<file path="config.mk">
export PLATFORM = sky130hd
export DESIGN_NAME = hs_pin_func_mux
export DESIGN_NICKNAME = d
export VERILOG_FILES = /design/src/rtl/hs_pkg.sv /design/src/rtl/hs_mode_reg.sv /design/src/rtl/hs_drq_ctrl.sv /design/src/rtl/hs_pin_mux.sv /design/src/rtl/hs_pin_func_mux.sv
export SDC_FILE = /design/constraint.sdc
export NUM_CORES = 1
export LEC_CHECK = 0
export BUFFER_PORTS_ARGS = -buffer_cell sky130_fd_sc_hd__buf_2
export CAP_MARGIN = 30
export CORE_AREA = 4 4 41 43
export DETAILED_ROUTE_END_ITERATION = 10
export DIE_AREA = 0 0 45 47
export GPL_TIMING_DRIVEN = 0
export PLACE_DENSITY_LB_ADDON = 0.3
export SYNTH_ARGS = -nofsm -noshare
export SYNTH_HDL_FRONTEND = slang
export SYNTH_HIERARCHICAL = 1
export SYNTH_SLANG_ARGS = --single-unit
export TNS_END_PERCENT = 5
</file>
<file path="constraint.sdc">
create_clock -name clk -period 1.1 [get_ports clk]
set_clock_uncertainty 0.1 [all_clocks]
set_input_delay 0.11 -clock clk [delete_from_list [all_inputs] [get_ports clk]]
set_output_delay 0.11 -clock clk [all_outputs]
set_load 0.03 [all_outputs]
</file>
<file path="src/rtl/hs_pkg.sv">
package hs_pkg;
  localparam int unsigned PIN_W     = 4;
  localparam int unsigned OFULL_IDX = 0;
  localparam int unsigned IFULL_IDX = 1;
  localparam int unsigned DREQ_IDX  = 2;
  localparam int unsigned DACK_IDX  = 3;

  typedef struct packed {
    logic flags_on;
    logic dma_on;
  } hs_mode_t;
endpackage

</file>
<file path="src/rtl/hs_mode_reg.sv">
module hs_mode_reg
  import hs_pkg::*;
(
  input  logic     clk,
  input  logic     rst_n,
  input  logic     en_flags_cmd,
  input  logic     en_dma_cmd,
  output hs_mode_t mode
);
  hs_mode_t mode_q, mode_d;

  always_comb begin
    mode_d = mode_q;
    if (en_flags_cmd) mode_d.flags_on = 1'b1;
    if (en_dma_cmd)   mode_d.dma_on   = 1'b1;
  end

  always_ff @(posedge clk or negedge rst_n) begin
    if (!rst_n) mode_q <= '0;
    else        mode_q <= mode_d;
  end

  assign mode = mode_q;

  assert_flags_sticky_R4: assert property (@(posedge clk) disable iff (!rst_n)
    mode_q.flags_on |=> mode_q.flags_on);
  assert_dma_sticky_R4: assert property (@(posedge clk) disable iff (!rst_n)
    mode_q.dma_on |=> mode_q.dma_on);
  assert_flags_entry_R4: assert property (@(posedge clk) disable iff (!rst_n)
    $rose(mode_q.flags_on) |-> $past(en_flags_cmd));
endmodule

</file>
<file path="src/rtl/hs_drq_ctrl.sv">
module hs_drq_ctrl (
  input  logic clk,
  input  logic rst_n,
  input  logic dma_on,
  input  logic en_dma_cmd,
  input  logic port_wr,
  input  logic req_bit,
  input  logic dack_n,
  input  logic rd_n,
  input  logic wr_n,
  output logic drq
);
  logic drq_q, drq_d;
  logic acc_q, acc_d;
  logic strobes_idle, acc_end, req_set;

  assign strobes_idle = rd_n & wr_n;
  assign acc_d        = dma_on & ~dack_n & ~strobes_idle;
  assign acc_end      = acc_q & strobes_idle;
  assign req_set      = dma_on & port_wr & req_bit;

  always_comb begin
    drq_d = drq_q;
    if (en_dma_cmd || acc_end) drq_d = 1'b0;
    else if (req_set)          drq_d = 1'b1;
  end

  always_ff @(posedge clk or negedge rst_n) begin
    if (!rst_n) begin
      drq_q <= 1'b0;
      acc_q <= 1'b0;
    end else begin
      drq_q <= drq_d;
      acc_q <= acc_d;
    end
  end

  assign drq = drq_q;

  assert_drq_rise_src_R5: assert property (@(posedge clk) disable iff (!rst_n)
    $rose(drq_q) |-> $past(port_wr && req_bit && !en_dma_cmd));
  assert_drq_clr_cmd_R7: assert property (@(posedge clk) disable iff (!rst_n)
    en_dma_cmd |=> !drq_q);
  assert_drq_clr_ack_R6: assert property (@(posedge clk) disable iff (!rst_n)
    acc_end |=> !drq_q);
  assert_drq_hold_strobe_R6: assert property (@(posedge clk) disable iff (!rst_n)
    (drq_q && !strobes_idle && !en_dma_cmd) |=> drq_q);
endmodule

</file>
<file path="src/rtl/hs_pin_mux.sv">
module hs_pin_mux
  import hs_pkg::*;
(
  input  hs_mode_t         mode,
  input  logic [PIN_W-1:0] port_bits,
  input  logic             obf,
  input  logic             ibf,
  input  logic             drq,
  output logic [PIN_W-1:0] pin_out
);
  logic [PIN_W-1:0] alt_val;
  logic [PIN_W-1:0] alt_sel;

  always_comb begin
    alt_val            = '0;
    alt_val[OFULL_IDX] = port_bits[OFULL_IDX] & obf;
    alt_val[IFULL_IDX] = port_bits[IFULL_IDX] & ~ibf;
    alt_val[DREQ_IDX]  = drq;
    alt_val[DACK_IDX]  = 1'b1;
    alt_sel            = '0;
    alt_sel[OFULL_IDX] = mode.flags_on;
    alt_sel[IFULL_IDX] = mode.flags_on;
    alt_sel[DREQ_IDX]  = mode.dma_on;
    alt_sel[DACK_IDX]  = mode.dma_on;
  end

  for (genvar gi = 0; gi < PIN_W; gi++) begin : g_pin
    assign pin_out[gi] = alt_sel[gi] ? alt_val[gi] : port_bits[gi];
  end

  always_comb begin
    assert_ofull_gate_R2: assert (!(mode.flags_on && !port_bits[OFULL_IDX]) || !pin_out[OFULL_IDX]);
    assert_ifull_gate_R3: assert (!(mode.flags_on && !port_bits[IFULL_IDX]) || !pin_out[IFULL_IDX]);
    assert_ack_release_R8: assert (!mode.dma_on || pin_out[DACK_IDX]);
  end
endmodule

</file>
<file path="src/rtl/hs_pin_func_mux.sv">
module hs_pin_func_mux
  import hs_pkg::*;
(
  input  logic             clk,
  input  logic             rst_n,
  input  logic [PIN_W-1:0] port_bits,
  input  logic             port_wr,
  input  logic             en_flags_cmd,
  input  logic             en_dma_cmd,
  input  logic             obf,
  input  logic             ibf,
  input  logic             dack_n,
  input  logic             cs_n,
  input  logic             a0,
  input  logic             rd_n,
  input  logic             wr_n,
  output logic [PIN_W-1:0] pin_out,
  output logic             buf_sel,
  output logic             buf_cmd
);
  hs_mode_t mode;
  logic     drq;
  logic     dma_ack;

  hs_mode_reg u_mode (
    .clk          (clk),
    .rst_n        (rst_n),
    .en_flags_cmd (en_flags_cmd),
    .en_dma_cmd   (en_dma_cmd),
    .mode         (mode)
  );

  hs_drq_ctrl u_drq (
    .clk        (clk),
    .rst_n      (rst_n),
    .dma_on     (mode.dma_on),
    .en_dma_cmd (en_dma_cmd),
    .port_wr    (port_wr),
    .req_bit    (port_bits[DREQ_IDX]),
    .dack_n     (dack_n),
    .rd_n       (rd_n),
    .wr_n       (wr_n),
    .drq        (drq)
  );

  hs_pin_mux u_mux (
    .mode      (mode),
    .port_bits (port_bits),
    .obf       (obf),
    .ibf       (ibf),
    .drq       (drq),
    .pin_out   (pin_out)
  );

  assign dma_ack = mode.dma_on & ~dack_n;
  assign buf_sel = dma_ack | ~cs_n;
  assign buf_cmd = dma_ack ? 1'b0 : a0;

  assert_ack_data_path_R9: assert property (@(posedge clk) disable iff (!rst_n)
    (mode.dma_on && !dack_n) |-> (buf_sel && !buf_cmd));
  assert_no_drq_pin_before_dma_R5: assert property (@(posedge clk) disable iff (!rst_n)
    !mode.dma_on |-> (pin_out[DREQ_IDX] == port_bits[DREQ_IDX]));
endmodule

</file>
==> out/results.tsv, run 1 <==
stage	metric	value	unit
placement	post-dp-hpwl	454	um
power	p_clk_frac	0.397	
floorplanning	row_count	13	
clock_network	path_clk_slew	0.04	ns
worst_setup_path	crit_chain	mux2_4, buf_6	
worst_setup_path	cpLargestDelayFamily	flip-flops	
timing	finalMaxSlewViolations	0	
worst_setup_path	cp.buffers_inverters	1	
synth	synth_area_leaders	dfrtp_1, or2_1, a21boi_0	
synth	synth_warnings	6	
timing	rsz0062_at_grt	yes	
clock_network	cts-root-buf	clkbuf_4	
power	power_density	981	nW/um^2
floorplanning	die_area	2120	um^2
synth	synth_edf_count	0	
final_layout	drive_above_1_share	0.625	
clock_network	cts_sinks	4	
job	cap_violations	0	
synth	synth_compound_area_frac	0.183	
worst_setup_path	crit_path_top_delay_cell	dfrtp_2	
synth	synthMuxAreaShare	0.0732	
global_route	grt_pass1_wl	876	um
clock_network	cts_made_buffers	3	
timing	final.setup.tns	-0.637	ns
timing	tightest_slew	0.222	ns
floorplanning	initial_core_util	0.158	
timing	layout_setup_ws	-0.243	ns
synth	syn_inst	18	
drt	drt_iter0_drc	6	
drt	drt_first_pass_iters	2	
placement	placed_area	329	um^2
run_status	outcome	finished with violations	
final_layout	area_growth_syn_to_layout	121	%
global_route	grt_pass1_vias	244	
placement	gp_congestion	0.572	
power	combinationalPowerShare	0.254	
synth	synthArstFlopShare	1.00	
power	power.internal	340	uW
drt	ant_nets	0	
synth	ys_ff_latch	4	
synth	ys_seq_area_frac	0.488	
synth	synth_top_area_cell	dfrtp_1	
synth	ys_types	11	
synth	synth_top_area_frac	0.488	
placement	io_buffers	21	
floorplanning	core	1300	um^2
power	p_leak	0.000229	uW
clock_network	cts_max_path_buffers	2	
worst_setup_path	cp_max_fo	6	
timing	clock.fmax	0.745	GHz
timing	setup-violations-final	6	
final_layout	final_area	453	um^2
floorplanning	die_h	47	um
floorplanning	die_x	45	um
drt	wl	591	um
synth	synth_area_per_cell	11.4	um^2
floorplanning	pin_count	22	
drt	vias_per_cell	3.94	
drt	drc	0	
worst_setup_path	crit_type	flop to output pin	
final_layout	fillers	133	
power	p_seq_frac	0.348	
final_layout	diodes	0	
synth	yosys.area_share.simple	0.220	
synth	synth_fa_ha_area_frac	0	
clock_network	cts_tree	built	
synth	synth_common_cells	dfrtp_1, or2_1, a21boi_0, inv_1	
global_route	grt_max_degree	7	
worst_setup_path	start_kind	flop	
global_route	grt_usage	0.0595	
synth	synth-main-ff-cell	dfrtp_1	
min_path	hold_class	input port to asynchronous set/reset pin	
worst_setup_path	arrival	1.13	ns
worst_setup_path	end_kind	output pin	
timing	finalHoldViolations	0	
global_route	antenna_found_initial	0	
power	sw_frac_of_total	0.234	
synth	synth_xor_area_frac	0	
synth	syn_nets	34	
global_route	grt-ovfl-total	0	
drt	num_vias	248	
synth	synth_top_family_by_area	simple AND/OR/NAND/NOR gates	
clock_network	h-tree-depth	1	
synth	yosysMostFrequentCell	dfrtp_1	
worst_setup_path	crit_required	0.89	ns
run_status	violations	negative setup slack	
power	ir_worst_vdd	0.411	mV
final_layout	final_net_count	66	
clock_network	clkLatencyLatePin	0.23	ns
worst_setup_path	max_stage_delay	0.45	ns
drt	avgRoutedWirePerCell	9.38	um
timing	fin_crit	1.34	ns
synth	syn-cell-area	205	um^2
timing	period_share	1.22	
timing	slew_headroom	0.851	
power	p_sw	104	uW
timing	timing.hold.ws	0.106	ns
[metal layers]
layer	part of all wire	up-vias	global-route usage	wire length [um]
met5	0	-	0	0
met4	0	0	0.0526	0
met3	0.17	0	0.0307	102
met2	0.39	21	0.0847	232
met1	0.43	105	0.0645	256
li1	-	122	-	-
[path summary, 6_finish.rpt]
check,from,to,slack [ns],cells past startpoint
setup / recovery,u_mode/mode[0],pin_out[2],-0.24,2
hold / removal,rst_n,u_drq/acc_q,0.11,2
setup reg to reg,u_mode/mode[0],u_drq/drq,0.11,2
hold reg to reg,u_drq/acc_q,u_drq/drq,0.33,1
max in group asynchronous,rst_n,u_mode/mode[0],0.66,2
min in group clk,port_wr,u_drq/drq,0.15,3
[per-stage QoR]
step	util	total power [uW]	worst slack, ns	instances
2_1_floorplan	-	197	-0.195	18
3_3_place_gp	0.253	237	-0.0618	54
3_5_place_dp	0.253	238	-0.0742	54
4_1_cts	0.342	457	-0.258	63
5_1_grt	0.348	481	-0.280	63
6_report	0.348	444	-0.243	63
[layout by cell type (no fill, tap or decap), drive strengths merged]
cell type	n
or2	3
dlygate4sd3	6
a211oi	1
and2	1
a311oi	1
a21boi	2
a31oi	1
mux2	1
dfrtp	4
buf	21
inv	2
nand2	1
nand2b	1
clkbuf	3
[cells by family (layout without fill, tap and decap cells)]
kind of cell,after synthesis,after routing
simple gates,6,6
compound gates,5,5
mux,1,1
buf+inv,2,32
flops,4,4
[worst register-to-register path, delay by kind of cell, from the launching register on]
family,cells,cell delay (ns)
flip-flops,1,0.43
AO/OA/AOI/OAI,2,0.36
[state kept, by name, indices dropped and copies added, names as in the netlist]
register	flops
u_drq/acc_q	1
u_drq/drq	1
u_mode/mode	2
[what timing repair did]
action	in CTS	in global routing
pin swaps	5	0
buffers inserted	0	0
endpoints found under the hold margin	8	0
endpoints found under the setup margin	6	6
resized for setup	14	2
hold buffers	6	0
[cell type report]
type / count / area, um^2 / share of cell area
clock buffer: 3 / 22.5 / 0.0497
inverter: 2 / 7.51 / 0.0166
multi-input combinational: 12 / 104 / 0.229
sequential: 4 / 101 / 0.224
tap: 15 / 18.8 / 0.0414
timing repair buffer: 27 / 199 / 0.439
[power groups by stage]
stage | Sequential, uW | Combinational [uW] | Clock (uW)
6_report | 155 | 113 | 177
5_1_grt | 155 | 121 | 205
4_1_cts | 155 | 111 | 191
3_5_place_dp | 157 | 81.0 | 0
3_3_place_gp | 156 | 81.0 | 0
2_1_floorplan | 156 | 40.6 | 0
No activity file was read; power rests on OpenSTA's default activity.
==> run 2: changes to the inputs <==
CORE_AREA = 2 2 39 41   (was 4 4 41 43)
DIE_AREA = 0 0 41 43   (was 0 0 45 47)
==> run 2 against run 1 <==
Effect of this change: the run still ends with negative setup slack left; critical path depth is the same; register-to-register slack lost 0.03 ns; design area grew 0.28%; sequential power is essentially flat; first-iteration DRC count shrank 83%; sequential share of layout area shrank 0.062 points; clock-buffer cell count is the same; critical endpoint unchanged; largest cell class unchanged; largest power group unchanged.
==> out/results.tsv, run 2 (synthesis results as in run 1) <==
stage	metric	value	unit
placement	gp_congestion	0.604	
clock_network	clkLatencyLatePin	0.23	ns
final_layout	layout.cells.non_filler	65	
power	p_leak	0.000232	uW
drt	drc	0	
worst_setup_path	crit_type	flop to output pin	
floorplanning	die_area	1760	um^2
placement	io_buffers	21	
timing	clock.fmax	0.752	GHz
power	power_density	977	nW/um^2
final_layout	layout_commonest_cell	buf_2	
worst_setup_path	max_stage_delay	0.44	ns
floorplanning	die_h	43	um
clock_network	cts_max_path_buffers	2	
run_status	violations	negative setup slack	
worst_setup_path	rrSetupSlack	0.08	ns
floorplanning	die_x	41	um
floorplanning	initial_core_util	0.148	
timing	finalHoldViolations	0	
final_layout	final_cell_mix	buf_2, dlygate4sd3_1, buf_6	
final_layout	seqCellArea	101	um^2
final_layout	largest_reg_flops	2	
clock_network	path_clk_slew	0.04	ns
global_route	antenna_found_initial	0	
drt	num_vias	259	
drt	ant_nets	0	
worst_setup_path	r2r_start	u_mode/mode[0]	
floorplanning	row_count	14	
final_layout	area_growth_syn_to_layout	121	%
timing	setup-violations-final	6	
final_layout	drive_above_1_share	0.612	
global_route	grt_max_degree	6	
worst_setup_path	reg2reg_to	u_mode/mode[0]	
final_layout	diodes	0	
min_path	hold_class	input port to asynchronous set/reset pin	
drt	vias_per_cell	3.98	
drt	drt_first_pass_iters	2	
worst_setup_path	arrival	1.12	ns
worst_setup_path	crit_chain	mux2_4, buf_6	
timing	period_share	1.21	
clock_network	cts_sinks	4	
clock_network	cts_tree	built	
clock_network	h-tree-depth	1	
worst_setup_path	end_kind	output pin	
drt	wl	588	um
power	ir_worst_vdd	0.293	mV
run_status	outcome	finished with violations	
worst_setup_path	reg2reg_depth	2	
final_layout	multi_input_area	100	um^2
worst_setup_path	crit_required	0.89	ns
worst_setup_path	cpLargestDelayFamily	flip-flops	
timing	slew_headroom	0.827	
drt	drt_iter0_drc	1	
global_route	grt_pass1_wl	869	um
worst_setup_path	start_kind	flop	
power	p_total	444	uW
timing	fin_crit	1.33	ns
final_layout	final_net_count	67	
global_route	grt_pass1_vias	250	
worst_setup_path	cp.buffers_inverters	1	
clock_network	cts-root-buf	clkbuf_4	
clock_network	cts_made_buffers	3	
timing	tightest_slew	0.258	ns
floorplanning	core	1380	um^2
global_route	grt-ovfl-total	0	
timing	layout_setup_ws	-0.230	ns
timing	finalMaxSlewViolations	0	
final_layout	fillers	143	
timing	rsz0062_at_grt	yes	
worst_setup_path	cp_max_fo	5	
placement	placed_cells	55	
global_route	grt_usage	0.0766	
drt	avgRoutedWirePerCell	9.05	um
floorplanning	pin_count	22	
job	cap_violations	0	
timing	final.setup.tns	-0.590	ns
worst_setup_path	crit_path_top_delay_cell	dfrtp_2	
run 2: cell count changes in the layout (fill, tap and decap cells not counted):
| cell | before | now |
|---|---|---|
| buf_6 | 5 | 4 |
| a21boi_2 | 1 | 0 |
| buf_4 | 1 | 3 |
| a21boi_1 | 1 | 2 |
run 2: metal layers:
metal  vias up  track usage  wire, um
met5         -            0         0
met4         0       0.0600         0
met3         0       0.0314        98
met2        22        0.125       260
met1       112       0.0684       229
li1        125            -         -
run 2: power by group:
group	switching, uW	leakage (uW)	internal (uW)
Sequential	2.03	0.0000427	153
Clock	56.2	0.0000138	122
Combinational	46.7	0.000176	63.9
Total	105	0.000232	339
run 2: final cells by class:
class,instances,area share
clock buffers,3,0.0496
inverters,2,0.0165
multi-input cells,12,0.220
well taps,16,0.0441
flip-flops and latches,4,0.223
repair buffers,28,0.446
run 2: timing repair:
| item | in CTS | in global routing |
|---|---|---|
| buffers inserted | 1 | 0 |
| hold buffers | 6 | 0 |
| pin swaps | 5 | 0 |
| hold endpoints to repair | 8 | 0 |
| endpoints found under the setup margin | 6 | 6 |
| gates resized for setup | 14 | 0 |
run 2: worst max path at each step:
stage                   start    endpoint  slack (ns)  depth (start not counted)
3_5_place_dp   u_mode/mode[0]  pin_out[2]       -0.06                          2
6_report       u_mode/mode[0]  pin_out[2]       -0.23                          2
5_1_grt        u_mode/mode[0]  pin_out[2]       -0.26                          2
2_1_floorplan  u_mode/mode[1]  pin_out[0]       -0.19                          1
3_3_place_gp   u_mode/mode[0]  pin_out[2]       -0.06                          2
4_1_cts        u_mode/mode[0]  pin_out[2]       -0.25                          2
run 2: through the flow:
| step | instance area [um^2] | utilization | worst slack, ns | hold WS [ns] |
|---|---|---|---|---|
| 4_1_cts | 454 | 0.328 | -0.247 | 0.108 |
| 6_report | 454 | 0.328 | -0.230 | 0.119 |
| 5_1_grt | 454 | 0.328 | -0.260 | 0.129 |
| 3_5_place_dp | 330 | 0.239 | -0.0649 | -0.175 |
| 3_3_place_gp | 330 | 0.239 | -0.0618 | -0.179 |
| 2_1_floorplan | 205 | - | -0.195 | -0.286 |
